### src/rtl/frac_baud_pkg.sv
package frac_baud_pkg;

  localparam int PRE_CODE_W = 3;
  localparam int PRE_RATIO_W = 3;

  typedef enum logic [1:0] {
    ADDR_PRE  = 2'd0,
    ADDR_INC  = 2'd1,
    ADDR_MOD  = 2'd2,
    ADDR_NONE = 2'd3
  } cfg_addr_e;

  // Non-monotonic code to ratio map; the top code falls back to 1.
  function automatic logic [PRE_RATIO_W-1:0] pre_ratio(input logic [PRE_CODE_W-1:0] code);
    logic [PRE_RATIO_W-1:0] r;
    case (code)
      3'd0:    r = 3'd6;
      3'd1:    r = 3'd5;
      3'd2:    r = 3'd4;
      3'd3:    r = 3'd3;
      3'd4:    r = 3'd2;
      3'd5:    r = 3'd1;
      3'd6:    r = 3'd7;
      default: r = 3'd1;
    endcase
    return r;
  endfunction

endpackage

### src/rtl/frac_cfg_regs.sv
module frac_cfg_regs
  import frac_baud_pkg::*;
#(
  parameter int DIV_W = 16
) (
  input  logic                  clk,
  input  logic                  rst_n,
  input  logic                  we,
  input  logic [1:0]            addr,
  input  logic [DIV_W-1:0]      wdata,
  output logic [PRE_CODE_W-1:0] pre_code,
  output logic                  pre_wr,
  output logic [DIV_W-1:0]      act_inc,
  output logic [DIV_W-1:0]      act_mod,
  output logic                  commit
);

  localparam logic [DIV_W-1:0] RST_RATIO = DIV_W'(15);
  localparam logic [PRE_CODE_W-1:0] RST_CODE = PRE_CODE_W'(5);

  logic [DIV_W-1:0] inc_stage;
  logic             armed;

  assign pre_wr = we && (cfg_addr_e'(addr) == ADDR_PRE);
  assign commit = we && (cfg_addr_e'(addr) == ADDR_MOD) && armed;

  always_ff @(posedge clk or negedge rst_n) begin
    if (!rst_n) begin
      pre_code  <= RST_CODE;
      inc_stage <= RST_RATIO;
      armed     <= 1'b0;
      act_inc   <= RST_RATIO;
      act_mod   <= RST_RATIO;
    end else if (we) begin
      // Any write re-decides the arm state: only an increment write arms.
      armed <= (cfg_addr_e'(addr) == ADDR_INC);
      if (cfg_addr_e'(addr) == ADDR_INC) inc_stage <= wdata;
      if (pre_wr) pre_code <= wdata[PRE_CODE_W-1:0];
      if (commit) begin
        act_inc <= inc_stage;
        act_mod <= wdata;
      end
    end
  end

endmodule

### src/rtl/frac_prediv.sv
module frac_prediv
  import frac_baud_pkg::*;
(
  input  logic                  clk,
  input  logic                  rst_n,
  input  logic [PRE_CODE_W-1:0] code,
  input  logic                  restart,
  output logic                  strobe
);

  logic [PRE_RATIO_W-1:0] cnt;
  logic [PRE_RATIO_W-1:0] ratio;

  assign ratio  = pre_ratio(code);
  assign strobe = (cnt == (ratio - PRE_RATIO_W'(1)));

  always_ff @(posedge clk or negedge rst_n) begin
    if (!rst_n)       cnt <= '0;
    else if (restart) cnt <= '0;
    else if (strobe)  cnt <= '0;
    else              cnt <= cnt + PRE_RATIO_W'(1);
  end

endmodule

### src/rtl/frac_phase_acc.sv
module frac_phase_acc #(
  parameter int DIV_W = 16,
  localparam int ACC_W = DIV_W + 2
) (
  input  logic             clk,
  input  logic             rst_n,
  input  logic             strobe,
  input  logic             clear,
  input  logic [DIV_W-1:0] inc_reg,
  input  logic [DIV_W-1:0] mod_reg,
  output logic             tick,
  output logic [ACC_W-1:0] acc_o
);

  logic [ACC_W-1:0] acc;
  logic [ACC_W-1:0] inc1;
  logic [ACC_W-1:0] mod1;

  function automatic logic step_fires(input logic [ACC_W-1:0] a,
                                      input logic [ACC_W-1:0] i1,
                                      input logic [ACC_W-1:0] m1);
    return (i1 > m1) || ((a + i1) >= m1);
  endfunction

  function automatic logic [ACC_W-1:0] step_next(input logic [ACC_W-1:0] a,
                                                 input logic [ACC_W-1:0] i1,
                                                 input logic [ACC_W-1:0] m1);
    logic [ACC_W-1:0] s;
    s = a + i1;
    if (i1 > m1)     return '0;
    else if (s >= m1) return s - m1;
    else             return s;
  endfunction

  assign inc1  = ACC_W'(inc_reg) + ACC_W'(1);
  assign mod1  = ACC_W'(mod_reg) + ACC_W'(1);
  assign acc_o = acc;

  always_ff @(posedge clk or negedge rst_n) begin
    if (!rst_n) begin
      acc  <= '0;
      tick <= 1'b0;
    end else if (clear) begin
      acc  <= '0;
      tick <= 1'b0;
    end else if (strobe) begin
      acc  <= step_next(acc, inc1, mod1);
      tick <= step_fires(acc, inc1, mod1);
    end else begin
      tick <= 1'b0;
    end
  end

endmodule

### src/rtl/frac_bit_count.sv
module frac_bit_count #(
  parameter int OVS = 16,
  localparam int CNT_W = $clog2(OVS)
) (
  input  logic clk,
  input  logic rst_n,
  input  logic tick,
  output logic bit_en
);

  localparam logic [CNT_W-1:0] LAST = CNT_W'(OVS - 1);

  logic [CNT_W-1:0] cnt;

  assign bit_en = tick && (cnt == LAST);

  always_ff @(posedge clk or negedge rst_n) begin
    if (!rst_n)       cnt <= '0;
    else if (bit_en)  cnt <= '0;
    else if (tick)    cnt <= cnt + CNT_W'(1);
  end

endmodule

### src/rtl/frac_baud_tick.sv
module frac_baud_tick
  import frac_baud_pkg::*;
#(
  parameter int DIV_W = 16,
  parameter int OVS   = 16,
  localparam int ACC_W = DIV_W + 2
) (
  input  logic             clk,
  input  logic             rst_n,
  input  logic             cfg_we,
  input  logic [1:0]       cfg_addr,
  input  logic [DIV_W-1:0] cfg_wdata,
  output logic             tick16_o,
  output logic             bit_en_o
);

  logic [PRE_CODE_W-1:0] pre_code;
  logic                  pre_wr;
  logic [DIV_W-1:0]      act_inc;
  logic [DIV_W-1:0]      act_mod;
  logic                  commit_evt;
  logic                  pre_strobe;
  logic [ACC_W-1:0]      acc_val;

  frac_cfg_regs #(.DIV_W(DIV_W)) u_regs (
    .clk     (clk),
    .rst_n   (rst_n),
    .we      (cfg_we),
    .addr    (cfg_addr),
    .wdata   (cfg_wdata),
    .pre_code(pre_code),
    .pre_wr  (pre_wr),
    .act_inc (act_inc),
    .act_mod (act_mod),
    .commit  (commit_evt)
  );

  frac_prediv u_prediv (
    .clk    (clk),
    .rst_n  (rst_n),
    .code   (pre_code),
    .restart(pre_wr),
    .strobe (pre_strobe)
  );

  frac_phase_acc #(.DIV_W(DIV_W)) u_acc (
    .clk    (clk),
    .rst_n  (rst_n),
    .strobe (pre_strobe),
    .clear  (commit_evt),
    .inc_reg(act_inc),
    .mod_reg(act_mod),
    .tick   (tick16_o),
    .acc_o  (acc_val)
  );

  frac_bit_count #(.OVS(OVS)) u_bits (
    .clk   (clk),
    .rst_n (rst_n),
    .tick  (tick16_o),
    .bit_en(bit_en_o)
  );

endmodule

### config.mk
export PLATFORM = sky130hd
export DESIGN_NAME = frac_baud_tick
export DESIGN_NICKNAME = d
export VERILOG_FILES = /design/src/rtl/frac_baud_pkg.sv /design/src/rtl/frac_cfg_regs.sv /design/src/rtl/frac_prediv.sv /design/src/rtl/frac_phase_acc.sv /design/src/rtl/frac_bit_count.sv /design/src/rtl/frac_baud_tick.sv
export SDC_FILE = /design/constraint.sdc
export NUM_CORES = 1
export LEC_CHECK = 0
export BUFFER_PORTS_ARGS = -buffer_cell sky130_fd_sc_hd__buf_2
export CELL_PAD_IN_SITES_DETAIL_PLACEMENT = 1
export CELL_PAD_IN_SITES_GLOBAL_PLACEMENT = 1
export CORE_MARGIN = 3
export CORE_UTILIZATION = 40
export CTS_CLUSTER_DIAMETER = 80
export DETAILED_ROUTE_END_ITERATION = 7
export GPL_TIMING_DRIVEN = 0
export HOLD_SLACK_MARGIN = 0.12
export PLACE_DENSITY = 0.69
export SETUP_SLACK_MARGIN = 0.1
export SLEW_MARGIN = 5
export SYNTH_ARGS = -nofsm -noshare
export SYNTH_HDL_FRONTEND = slang
export SYNTH_SLANG_ARGS = --single-unit
export TNS_END_PERCENT = 30
### constraint.sdc
create_clock -name clk -period 7.9 [get_ports clk]
set_input_delay 1.975 -clock clk [delete_from_list [all_inputs] [get_ports clk]]
set_output_delay 1.975 -clock clk [all_outputs]
set_load 0.01 [all_outputs]
# Word-level counts from Yosys, hierarchy flattened
# Index checks and enable logic that the tools add are counted.
# totals
output_inout_bits	2
in_bits	21
elab_cells	50
reg_bits	78
# classes
muxes	11
n_eq_ne	9
n_lt_le_gt_ge	2
n_reduce_logical	12
addsub	7
# op_table
op	n
$mux W18	4
$add A16 B1 Y17 const B	2
$add A18 B18 Y18	1
$ge A18 B18 Y1	1
$gt A18 B18 Y1	1
$pmux W3 S6	1
$sub A18 B18 Y18	1
$mux W4	2
$eq A3 B2 Y1 const B	2
$eq A3 B3 Y1 const B	2
$mux W3	2
$reduce_and A2 Y1	3
$add A4 B1 Y4 const B	1
$eq A4 B4 Y1 const B	1
$logic_and A1 B1 Y1	4
$reduce_bool A2 Y1	2
$add A3 B1 Y3 const B	1
$eq A3 B1 Y1 const B	1
$eq A3 B3 Y1	1
$logic_not A3 Y1	1
$sub A3 B1 Y3 const B	1
$eq A2 B1 Y1 const B	1
$eq A2 B2 Y1 const B	1
$logic_not A2 Y1	1
other kinds (2)	3

# Depth between registers and ports, before layout
# logic_depth
depth_word	7
mapped_depth	24
depth_no_buf	23

# Modules after synthesis
# From an unflattened synthesis, not the netlist that was laid out.
# hier_totals
cells_unflattened	572
hier_area_um2	6000.8
# by_module_without_submodules
mod	cells_per_inst	instances	seq_area_each_um2	area_each_um2
frac_phase_acc	421	1	475.5	3475.8
frac_cfg_regs	113	1	1318.8	2122.0
frac_prediv	19	1	75.1	215.2
frac_bit_count	19	1	100.1	187.7

# Least setup slack after synthesis
# OpenSTA, ideal clock, no wires.
# synth_path
path_type	reg-to-reg
from	reg u_regs.act_inc[2]
to	reg u_acc.acc[16] (netlist: u_acc.acc_o[16])
path_slack_ps	3396
stages_incl_launch_ff	24
n_path_buf	1
arrival_ps	4373
t_required_ps	7769
synth_period_minus_slack_ps	4504
setup_time_ps	131
cell_sequence	dfstp_2 > and3_1 > and2_1 > and4_1 > xor2_1 > ha_1 > nand3_1 > nor2_1 > a21oi_1 > nand2b_1 > a21o_1 > a21oi_1 > xnor2_1 > ha_1 > and4_1 > a21oi_1 > o21ai_0 > a31oi_2 > a31oi_1 > nor2_1 > nand2_4 > buf_6 > a21oi_1 > o31ai_2
# synth_between
elab_chain_cells	7
elab_cells_between_ends	9
classes_between	3 x add/sub; 2 x order compare; 4 x mux
# synth_lines
element	line_no	source
start, declared	frac_cfg_regs.sv:13	output logic [DIV_W-1:0] act_inc,
start signal, assigned	frac_cfg_regs.sv:40	act_inc <= inc_stage;
$add A16 B1 Y17 *	frac_phase_acc.sv:35	assign inc1 = ACC_W'(inc_reg) + ACC_W'(1);
$add A18 B18 Y18	frac_phase_acc.sv:29	s = a + i1;
$sub A18 B18 Y18 / $ge A18 B18 Y1 (equally long branches)	frac_phase_acc.sv:31	else if (s >= m1) return s - m1;
$mux W18	frac_phase_acc.sv:31	
$mux W18 *	frac_phase_acc.sv:30	if (i1 > m1) return '0;
$mux W18 *	frac_phase_acc.sv:46	end else if (strobe) begin
$mux W18 *	frac_phase_acc.sv:43	end else if (clear) begin
end signal, assigned	frac_phase_acc.sv:47	acc <= step_next(acc, inc1, mod1);
end, declared	frac_phase_acc.sv:15	logic [ACC_W-1:0] acc;
# Mark *: on every way between the ends. The rest lies on a longest branch, timed or not. The select of a mux whose other input is x is not followed.
# A chain may end at the register's enable or synchronous reset.

# Worst setup path in the final report
# layout_path
from	reg u_regs.act_inc[2]
to	reg u_acc.acc[10] (netlist: u_acc.acc_o[10])
# Same word-level chain as after synthesis.

==> results.tsv <==
stage	metric	value	unit
synth	seq_area_frac_synth	34.5	%
status	status	completed	
cts	hold_buffers	0	
synth	synth_cells	570	
synth	synth_top_cell_area_share	28.1	%
power_and_ir_drop	power_leakage	2.92	nW
synth	synth_area	5700	µm²
timing	slew_viol_final	0	
detailed_routing	routedWlPerCell	18.5	µm
die	dieArea	15700	µm²
place	gp_congestion	0.821	
synth	async_flop_share	100	%
detailed_routing	drc	0	
cts	clk_pin_slew	70	ps
timing	tns	0	ps
timing	period_minus_slack	5660	ps
timing	setup_violations	0	
worst_hold_path	holdPathStages	1	
power_and_ir_drop	vdd_ir_drop_max	0.185	mV
synth	synth_area_leader_cell	dfrtp_1	
detailed_routing	vias	4376	
grt	grt_overflow_total	0	
synth	ys.flop_type	dfrtp_1	
critical_path	cp.required	8100	ps
layout	fillCellCount	1560	
cts	worst_skew_pair.late_latency	340	ps
synth	synth_nets	651	
worst_hold_path	hold_start	u_prediv.cnt[0]	
detailed_routing	ant_nets	0	
timing	fin_worst_skew	8.20	ps
timing	rsz0062_at_grt	false	
layout	drive_gt1_share	19.7	%
flow_run	cap_violations	0	
cts	cts_buffers	9	
critical_path	critical_path_arrival	5860	ps
detailed_routing	drt-initial-drc-count	218	
synth	yosysMostFrequentCell	dfrtp_1	
critical_path	worstReg2RegStart	u_regs.act_inc[2]	
die	rows	43	
grt	grt_pass1_vias	4847	
critical_path	crit-reg2reg-capture	u_acc.acc_o[10]	
detailed_routing	via_per_inst	5.55	
grt	grt_pass1_wl	24.5	mm
cts	cts_resized	0	
die	core	13900	µm²
timing	max_freq	177	MHz
detailed_routing	first_pass_iters	4	
die	start_util	40.9	%
grt	track_usage	19.3	%
worst_hold_path	hp-class	flip-flop to flip-flop	
synth	ys_ff_latch	78	
timing	finalHoldViolCount	0	
place	dp_hpwl	11.6	mm
cts	postCtsSetupBuffers	0	
critical_path	worstPathMaxFanout	10	
timing	max_slew.worst_pin.slew	711	ps
timing	fin_ws	2240	ps
worst_hold_path	whs_endpoint	u_prediv.cnt[0]	
detailed_routing	drt_wl_total	14.6	mm
critical_path	start_kind	flip-flop	
grt	antenna_found_initial	0	
power_and_ir_drop	power_density	489	nW/µm²
grt	grt_max_degree	59	
cts	cts_tree	yes	
critical_path	r2r_cells	23	
synth	ys_warn_count	0	
die	io_pins	23	
synth	ys_top_cells_by_count	64 x dfrtp_1, 58 x ha_1, 52 x mux2_2, 50 x nand2_1, 38 x xnor2_1	
critical_path	reg2reg_slack	2240	ps
layout	nNetsFinal	685	
layout	num_antenna_cells	0	
die	die_h	125	µm
synth	synth_edf_count	0	
timing	slew_headroom	52.6	%
die	die_x	125	µm
cts	clockBufferDepth	2	
synth	avgSynthCellArea	10.0	µm²
timing	finalCritPeriodShare	71.6	%
synth	ys_top_cells_by_area	dfrtp_1 28%, ha_1 13%, mux2_2 10%	
cts	root_buffer	clkbuf_16	
place	dp_slack	2240	ps
critical_path	setup.worst_path.class	flip-flop to flip-flop	
cts	htreeDepth	3	
cts	clkSinkCount	78	
layout	area_growth	11.6	%
critical_path	end_kind	flip-flop	
place	port_buffers	22	
synth	ys_types	53	
## report_power, final
| group | internal [mW] | total, mW | switching [mW] |
|---|---|---|---|
| combinational | 0.885 | 2.03 | 1.15 |
| clock | 0.247 | 0.427 | 0.179 |
| sequential | 0.539 | 0.655 | 0.117 |
## state kept, by name, indices dropped and copies added (netlist names)
name and count:
u_acc.acc_o 18, u_regs.act_inc 16, u_regs.act_mod 16, u_regs.inc_stage 16
u_bits.cnt 4, u_prediv.cnt 3, u_regs.pre_code 3, u_acc.tick 1
u_regs.armed 1
## worst max path at each step
stage / startpoint / end / slack, ps / cells past startpoint
floorplan: u_regs.act_inc[2] / u_acc.acc_o[16] / 3400 / 23
global placement: u_regs.act_inc[3] / u_acc.acc_o[9] / 2430 / 23
detailed placement: u_regs.act_inc[2] / u_acc.acc_o[10] / 2240 / 23
CTS: u_regs.act_inc[2] / u_acc.acc_o[10] / 2200 / 23
global route: u_regs.act_inc[2] / u_acc.acc_o[16] / 1790 / 23
finish: u_regs.act_inc[2] / u_acc.acc_o[10] / 2240 / 23
## cell type report
class | instances | area [µm²] | area share (%)
multi-input combinational | 465 | 3620 | 56.9
sequential | 78 | 1970 | 30.9
clock buffer | 10 | 229 | 3.60
tap | 180 | 225 | 3.54
timing repair buffer | 23 | 140 | 2.20
clock inverter | 6 | 68.8 | 1.08
inverter | 18 | 67.6 | 1.06
buffer | 9 | 42.5 | 0.668
## logic make-up (layout without fill, tap and decap cells)
logic type / after synthesis / in the layout / share of synthesized area (%)
muxes: 70 / 70 / 13.5
buffers and inverters: 27 / 66 / 1.93
and+or+nand+nor: 149 / 149 / 12.8
DFF: 78 / 78 / 34.5
AOI/OAI and AO/OA: 121 / 121 / 13.6
adders and majority gates: 60 / 60 / 13.4
xor gates and xnor gates: 65 / 65 / 10.1
## routing by layer
layer	global-route usage, %	vias up	routed length [µm]
met4	5.17	0	201
met5	0	-	0
met1	24.9	2198	6670
met2	34.5	43	7440
li1	-	2122	-
met3	2.01	13	307
## worst max-delay path, stage by stage, from the launching register on
cell      delay, ps
dfstp_2         570
and3_1          190
and2_1          180
and4_1          310
xor2_1          400
ha_1            350
nand3_1         130
nor2_1           60
a21oi_1         340
nand2b_1        170
a21o_1          200
a21oi_1         190
xnor2_1         200
ha_1            350
and4_1          270
a21oi_1         160
o21ai_0         140
a31oi_2         250
a31oi_1         130
nor2_1          250
nand2_4         190
buf_6           210
mux2i_1         190
o21ai_1          80
## metrics by stage
| step | utilization, % | total power, mW | area (µm²) | cells | hold WS [ps] |
|---|---|---|---|---|---|
| floorplan | - | 2.20 | 5700 | 570 | 447 |
| global placement | 43.3 | 2.58 | 6040 | 772 | 464 |
| detailed placement | 43.5 | 2.67 | 6070 | 773 | 481 |
| CTS | 45.7 | 3.13 | 6370 | 789 | 490 |
| global route | 45.7 | 3.41 | 6370 | 789 | 518 |
| finish | 45.7 | 3.12 | 6370 | 789 | 480 |
## cell usage in the layout, fill, tap and decap left out, drive strengths merged, types with 3 or more instances in the layout
master / instances
and4: 5
mux2i: 17
o21ai: 36
dfstp: 14
o31ai: 3
a21oi: 33
nand2b: 7
xnor2: 38
ha: 58
and3: 9
nor3: 5
o21bai: 3
nand2: 51
clkbuf: 17
nand3: 23
buf: 25
mux2: 53
nor2b: 4
nand4: 9
or2: 3
dfrtp: 64
and2: 5
inv: 20
o21a: 5
nor2: 25
xor2: 27
a211oi: 7
a31oi: 5
a21o: 17
Note: power is estimated with default switching activity, not from simulation.
